### src/rtl/rsdm_pkg.sv
package rsdm_pkg;
  localparam int unsigned DEF_WIDTH       = 12;
  localparam int unsigned DEF_SYNC_STAGES = 2;

  typedef enum logic [1:0] {
    TRK_EMPTY = 2'b00,
    TRK_HELD  = 2'b01
  } trk_state_e;
endpackage

### src/rtl/rsdm_edge_sync.sv
module rsdm_edge_sync #(
  parameter int unsigned STAGES = rsdm_pkg::DEF_SYNC_STAGES
) (
  input  logic clk,
  input  logic rst,
  input  logic async_in,
  output logic rise
);
  logic [STAGES-1:0] chain;
  logic              prev;

  always_ff @(posedge clk) begin
    if (rst) chain[0] <= 1'b0;
    else     chain[0] <= async_in;
  end

  for (genvar i = 1; i < STAGES; i++) begin : g_stage
    always_ff @(posedge clk) begin
      if (rst) chain[i] <= 1'b0;
      else     chain[i] <= chain[i-1];
    end
  end

  always_ff @(posedge clk) begin
    if (rst) prev <= 1'b0;
    else     prev <= chain[STAGES-1];
  end

  assign rise = chain[STAGES-1] & ~prev;
endmodule

### src/rtl/rsdm_extreme_tracker.sv
module rsdm_extreme_tracker #(
  parameter int unsigned W = rsdm_pkg::DEF_WIDTH
) (
  input  logic         clk,
  input  logic         rst,
  input  logic         rearm,
  input  logic         in_valid,
  input  logic [W-1:0] in_mag,
  output logic         seeded,
  output logic [W-1:0] lo,
  output logic [W-1:0] hi,
  output logic [W-1:0] spread
);
  import rsdm_pkg::*;

  trk_state_e state_q;
  logic [W-1:0] lo_q, hi_q;
  logic load_fresh;

  assign load_fresh = rearm || (state_q == TRK_EMPTY);

  always_ff @(posedge clk) begin
    if (rst) begin
      state_q <= TRK_EMPTY;
      lo_q    <= '0;
      hi_q    <= '0;
    end else if (load_fresh) begin
      if (in_valid) begin
        state_q <= TRK_HELD;
        lo_q    <= in_mag;
        hi_q    <= in_mag;
      end else begin
        state_q <= TRK_EMPTY;
      end
    end else if (in_valid) begin
      if (in_mag < lo_q) lo_q <= in_mag;
      if (in_mag > hi_q) hi_q <= in_mag;
    end
  end

  assign seeded = (state_q == TRK_HELD);
  assign lo     = lo_q;
  assign hi     = hi_q;
  assign spread = hi_q - lo_q;
endmodule

### src/rtl/rsdm_fault_combine.sv
module rsdm_fault_combine #(
  parameter int unsigned W = rsdm_pkg::DEF_WIDTH
) (
  input  logic         clk,
  input  logic         rst,
  input  logic         rearm,
  input  logic         in_valid,
  input  logic [W-1:0] in_mag,
  input  logic [W-1:0] over_lim,
  input  logic         seeded,
  input  logic [W-1:0] spread,
  input  logic [W-1:0] spread_lim,
  output logic         deg_n
);
  logic over_q;
  logic latch_q;
  logic spread_bad;

  assign spread_bad = seeded && (spread > spread_lim);

  always_ff @(posedge clk) begin
    if (rst)           over_q <= 1'b0;
    else if (in_valid) over_q <= (in_mag > over_lim);
  end

  always_ff @(posedge clk) begin
    if (rst)        latch_q <= 1'b0;
    else if (rearm) latch_q <= 1'b0;
    else            latch_q <= latch_q | spread_bad;
  end

  assign deg_n = ~(over_q | latch_q);
endmodule

### src/rtl/resolver_degrade_monitor.sv
module resolver_degrade_monitor #(
  parameter int unsigned W           = rsdm_pkg::DEF_WIDTH,
  parameter int unsigned SYNC_STAGES = rsdm_pkg::DEF_SYNC_STAGES
) (
  input  logic         clk,
  input  logic         rst,
  input  logic         mag_valid,
  input  logic [W-1:0] mag,
  input  logic [W-1:0] over_lim,
  input  logic [W-1:0] spread_lim,
  input  logic         rearm,
  output logic         deg_n,
  output logic [W-1:0] min_mag,
  output logic [W-1:0] max_mag
);
  logic         rearm_edge;
  logic         seeded;
  logic [W-1:0] spread;

  rsdm_edge_sync #(.STAGES(SYNC_STAGES)) u_sync (
    .clk      (clk),
    .rst      (rst),
    .async_in (rearm),
    .rise     (rearm_edge)
  );

  rsdm_extreme_tracker #(.W(W)) u_track (
    .clk      (clk),
    .rst      (rst),
    .rearm    (rearm_edge),
    .in_valid (mag_valid),
    .in_mag   (mag),
    .seeded   (seeded),
    .lo       (min_mag),
    .hi       (max_mag),
    .spread   (spread)
  );

  rsdm_fault_combine #(.W(W)) u_fault (
    .clk        (clk),
    .rst        (rst),
    .rearm      (rearm_edge),
    .in_valid   (mag_valid),
    .in_mag     (mag),
    .over_lim   (over_lim),
    .seeded     (seeded),
    .spread     (spread),
    .spread_lim (spread_lim),
    .deg_n      (deg_n)
  );
endmodule

### config.mk
export PLATFORM = sky130hd
export DESIGN_NAME = resolver_degrade_monitor
export DESIGN_NICKNAME = d
export VERILOG_FILES = /design/src/rtl/rsdm_pkg.sv /design/src/rtl/rsdm_edge_sync.sv /design/src/rtl/rsdm_extreme_tracker.sv /design/src/rtl/rsdm_fault_combine.sv /design/src/rtl/resolver_degrade_monitor.sv
export SDC_FILE = /design/constraint.sdc
export NUM_CORES = 1
export LEC_CHECK = 0
export ABC_AREA = 1
export CAP_MARGIN = 20
export CORE_AREA = 2 2 87 89
export CTS_CLUSTER_SIZE = 8
export DETAILED_ROUTE_END_ITERATION = 6
export DIE_AREA = 0 0 89 91
export PLACE_DENSITY_LB_ADDON = 0.1
export SETUP_SLACK_MARGIN = 0.4
export SYNTH_ARGS = -nofsm -noshare
export SYNTH_HDL_FRONTEND = slang
export SYNTH_SLANG_ARGS = --single-unit
### constraint.sdc
create_clock -name clk -period 4.86 [get_ports clk]
set_input_delay 0.486 -clock clk [delete_from_list [all_inputs] [get_ports clk]]
set_output_delay 0.486 -clock clk [all_outputs]
set_load 0.02 [all_outputs]
After elaboration in Yosys (flattened, before gate mapping)
Index checks and enable logic that the tools add are counted.

$add $sub $neg: 1. Magnitude comparators: 4. Equality and inequality tests: 1. Mux-type cells: 8. Bitwise operators: 5. Reductions and logical operators: 8.

Operator list (number): $mux W12 (7); $gt A12 B12 Y1 (3); $lt A12 B12 Y1 (1); $sub A12 B12 Y12 (1); $reduce_and A2 Y1 (2); $reduce_bool A2 Y1 (2); $eq A2 B1 Y1 const B (1); $logic_not A2 Y1 (1); $not A1 Y1 (2); $or A1 B1 Y1 (2); $reduce_or A2 Y1 (1); $and A1 B1 Y1 (1); $logic_and A1 B1 Y1 (1); $logic_or A1 B1 Y1 (1); $mux W1 (1).

Register bits: 31. Input port bits: 40. Output and inout port bits: 25. Logic and storage cells: 35.

Longest topological paths before layout
Depth in word-level cells: 5. Depth in mapped cells: 18. Mapped depth without buffers: 18.

By module
From an unflattened synthesis, not the netlist that was laid out.

Cell total of the unflattened synthesis: 474. Area total of the unflattened synthesis: 3140.5 um^2.

By module, submodules not included: rsdm_extreme_tracker (instances 1, cells each 331, area an instance 2219.6 um^2, seq. area each 500.5 um^2); rsdm_fault_combine (instances 1, cells each 133, area an instance 834.6 um^2, seq. area each 40.0 um^2); rsdm_edge_sync (instances 1, cells each 10, area an instance 86.3 um^2, seq. area each 60.1 um^2).

Worst setup path before layout
OpenSTA, ideal clock, no wires.

Path kind: register to register. Start point: register u_track.lo_q[2] (netlist: u_track.lo[2]). End point: register u_fault.latch_q. Library setup time: 0.070 ns. Arrival time: 2.474 ns. Required time: 4.790 ns. Setup slack: 2.316 ns. Stages on the path, launching flop included: 18. Path buffers: 0. Clock period less this slack: 2.544 ns. Cells stage by stage: dfxtp_1 > inv_1 > ha_1 > a21oi_1 > nand2_1 > a21boi_1 > o21ai_1 > nand2_1 > nand2_1 > nand2_1 > nand2_1 > ha_1 > nand4_1 > nor3_1 > nand2_1 > nand4_1 > nand3_1 > a21oi_1.

Word-level cells in the longest chain between the ends: 4.

Ends and longest elaborated chain: start, declared (RTL line rsdm_extreme_tracker.sv:17) `logic [W-1:0] lo_q, hi_q;`; start signal, assigned (RTL line rsdm_extreme_tracker.sv:30) `lo_q <= in_mag;`; start signal, assigned (RTL line rsdm_extreme_tracker.sv:36) `if (in_mag < lo_q) lo_q <= in_mag;`; $sub A12 B12 Y12 (RTL line rsdm_extreme_tracker.sv:44) `assign spread = hi_q - lo_q;`; $gt A12 B12 Y1 (RTL line rsdm_fault_combine.sv:19) `assign spread_bad = seeded && (spread > spread_lim);`; $logic_and A1 B1 Y1 (RTL line rsdm_fault_combine.sv:19); $or A1 B1 Y1 (RTL line rsdm_fault_combine.sv:29) `else latch_q <= latch_q | spread_bad;`; end signal, assigned (RTL line rsdm_fault_combine.sv:29); end, declared (RTL line rsdm_fault_combine.sv:16) `logic latch_q;`.

No other way between the ends. A chain may end at the register's enable or synchronous reset.

Final worst setup path
Start point: register u_track.lo_q[3] (netlist: u_track.lo[3]). End point: register u_fault.latch_q.

Same word-level chain as after synthesis.

==> results.ini <==
[logic_synthesis]
ys_seq_area_frac = 0.193
synth-seq-cells = 30
synth.cell_area_um2 = 3100
ys_warn_count = 0
synth_cells = 442
ys_types = 32
synth_area_per_cell_um2 = 7.02
synthesis.nets = 541

[run_status]
outcome = complete, no violations

[placement]
dpl.hpwl_um = 5950
gp_congestion = 0.815
port_buffers = 64

[global_route]
use_met3 = 0.0364
grt.met2_usage = 0.325
grt_max_degree = 51
grt_pass1_wl_um = 12900
grt.overflow.total = 0
antenna_found_initial = 0
grt_use_met1 = 0.271
top_usage_layer = met2
grtUsageTotal = 0.199
grt_pass1_vias = 2825

[setup_path]
critPathTopFamily = compound AO/OA/AOI/OAI gates
cp_common_cell = nand2_1
cp.buffers_inverters = 1
cp.arrival_ps = 2950
cp-end-kind = flip-flop
path_cells = inv_1, ha_1, a21o_1, nand2_1, nand2_1, a21oi_1, o21ai_0, xor2_1, ha_1, nand4_1, nor3_1, nand2_1, nand4_1, nand3_1, a21oi_1
worst-setup-path-type = reg -> reg
cpMaxStageDelayCell = dfxtp_1
worstPathRequired_ps = 5090
max_stage_delay_ps = 390
start_kind = flip-flop
path_max_fanout = 5

[power_and_ir_drop]
power_density_nw_per_um2 = 281
p_leak_nw = 1.99
ir_drop_uv = 189
power_mw = 1.10

[timing]
fin_tns_setup_ps = 0
timing.hold.ws_ps = 407
grt_setup_unrepaired = false
slew_headroom = 0.444
worst_slew_pin_slew_ps = 833
fin_crit_ps = 2720
clock_skew_ps = 6.98
finalHoldViolCount = 0
period_share = 0.559
fmax_mhz = 368
slew_violations = 0
setup_viol = 0

[detailed_routing]
drc = 0
wl_per_cell_um = 12.6
dr.pass1.iters = 4
vias = 2907
vias_per_cell = 4.83
postRouteWirelength_um = 7590
drt.antenna.violating_nets = 0
drt_iter0_drc = 94

[clock_tree]
cts_buffer_depth = 2
h-tree-depth = 2
cts_setup_buffers = 0
clkTransAtPathRegs_ps = 70
clkLatencyLatePin_ps = 290
cts.repair.resized = 0
ctsHoldBuffers = 0
cts-root-buf = clkbuf_8
cts_num_sinks = 30
tritoncts = built
cts_buffers = 5

[finish]
drive_above_1_share = 0.0954
n_antenna_cell = 0
syn_to_final_growth_pct = 26.2
nNetsFinal = 601
nFillCells = 733

[floorplan]
fp.dieH_um = 91
fp.dieW_um = 89
coreArea_um2 = 7140
io_pins = 65
core.rowCount = 31
dieArea_um2 = 8100
initial_core_util = 0.435

[job]
maxCapViolations = 0

[min_path]
hold_class = reg -> reg

## Yosys cell counts, drive strengths merged
cell / number / area [µm²]
a21oi: 54 / 315
a21o: 2 / 15.0
o21ai: 9 / 45.0
a21boi: 1 / 7.51
xor2: 7 / 61.3
nor2: 40 / 178
ha: 58 / 726
fa: 1 / 20.0
nand4: 7 / 56.3
nand2: 89 / 354
or2: 1 / 6.26
a31oi: 1 / 6.26
clkbuf: 3 / 11.3
o2111ai: 2 / 17.5
xnor2: 3 / 26.3
buf: 9 / 98.8
nand3: 34 / 215
nor3: 2 / 10.0
dfxtp: 30 / 601
inv: 89 / 334
## placed cells by master, fill, tap and decap left out
master / netlist / routed
a21boi_1: 1 / 1
a21o_1: 2 / 2
a21oi_1: 42 / 42
a21oi_2: 12 / 12
a31oi_1: 1 / 1
buf_12: 2 / 1
buf_2: 2 / 1
bufinv_16: 0 / 2
clkbuf_8: 0 / 6
clkdlybuf4s50_1: 0 / 63
dfxtp_1: 30 / 30
fa_1: 1 / 1
ha_1: 58 / 58
inv_1: 87 / 87
inv_2: 2 / 2
nand2_1: 85 / 85
nand2_2: 2 / 2
nand2_4: 2 / 2
nand3_1: 25 / 25
nand3_2: 9 / 9
nand4_1: 5 / 5
nand4_2: 2 / 2
nor2_1: 31 / 31
nor2_2: 8 / 8
nor2_4: 1 / 1
nor3_1: 2 / 2
o2111ai_1: 2 / 2
o21ai_0: 8 / 8
o21ai_1: 1 / 1
or2_1: 1 / 1
xnor2_1: 3 / 3
xor2_1: 7 / 7
## power by group
part,switching [mW],internal (mW),total (mW),leakage (nW)
Sequential,0.0248,0.268,0.293,0.249
Combinational,0.271,0.213,0.484,1.67
Clock,0.106,0.219,0.325,0.0714
Total,0.402,0.700,1.10,1.99
## per-layer routing
| metal | up-vias | share of wire |
|---|---|---|
| li1 | 1538 | - |
| met1 | 1314 | 0.49 |
| met2 | 49 | 0.47 |
| met3 | 6 | 0.036 |
| met4 | 0 | 0.0099 |
| met5 | - | 0 |
## area by class of cell
class,count,area (µm²),area share
clock inverter,2,60.1,0.0153
multi-input combinational,311,2060,0.526
inverter,89,334,0.0853
clock buffer,6,82.6,0.0211
tap,99,124,0.0316
timing repair buffer,65,656,0.167
sequential,30,601,0.153
## tightest hold or removal path: cells and delay by family (launching register included)
kind          cells  cell delay, ps
flops             1             300
buf+inv           1              40
simple gates      1              30
## through the flow
stage | util | setup WS [ps] | instance area [µm²] | std cells
2_1_floorplan | - | 2320 | 3100 | 442
3_3_place_gp | 0.526 | 2190 | 3750 | 593
3_5_place_dp | 0.526 | 2150 | 3750 | 593
4_1_cts | 0.546 | 2120 | 3900 | 601
5_1_grt | 0.549 | 1780 | 3920 | 602
6_report | 0.549 | 2140 | 3920 | 602
## cell families after synthesis
| logic type | synth area share |
|---|---|
| AOI/OAI and AO/OA | 0.131 |
| xor gates and xnor gates | 0.0282 |
| adders and majority gates | 0.240 |
| buffers and inverters | 0.143 |
| DFF | 0.193 |
| and+or+nand+nor | 0.264 |
## flip-flops by register name (all words and copies together), names as in the netlist
name,flops
u_sync.chain,2
u_fault.latch_q,1
u_track.lo,12
u_sync.prev,1
u_track.state_q,1
u_fault.over_q,1
u_track.hi,12
## final timing paths
check / start / to / slack, ps / cells after the start
worst max-delay path: u_track.lo[3]$_SDFFE_PP0P_ / u_fault.latch_q$_SDFF_PP0_ / 2140 / 15
worst min-delay path: u_sync.chain[0]$_SDFF_PP0_ / u_sync.chain[1]$_SDFF_PP0_ / 410 / 2
worst max register to register: u_track.lo[3]$_SDFFE_PP0P_ / u_fault.latch_q$_SDFF_PP0_ / 2140 / 15
worst min register to register: u_sync.chain[0]$_SDFF_PP0_ / u_sync.chain[1]$_SDFF_PP0_ / 410 / 2
Power figures use the tool's default switching activity.
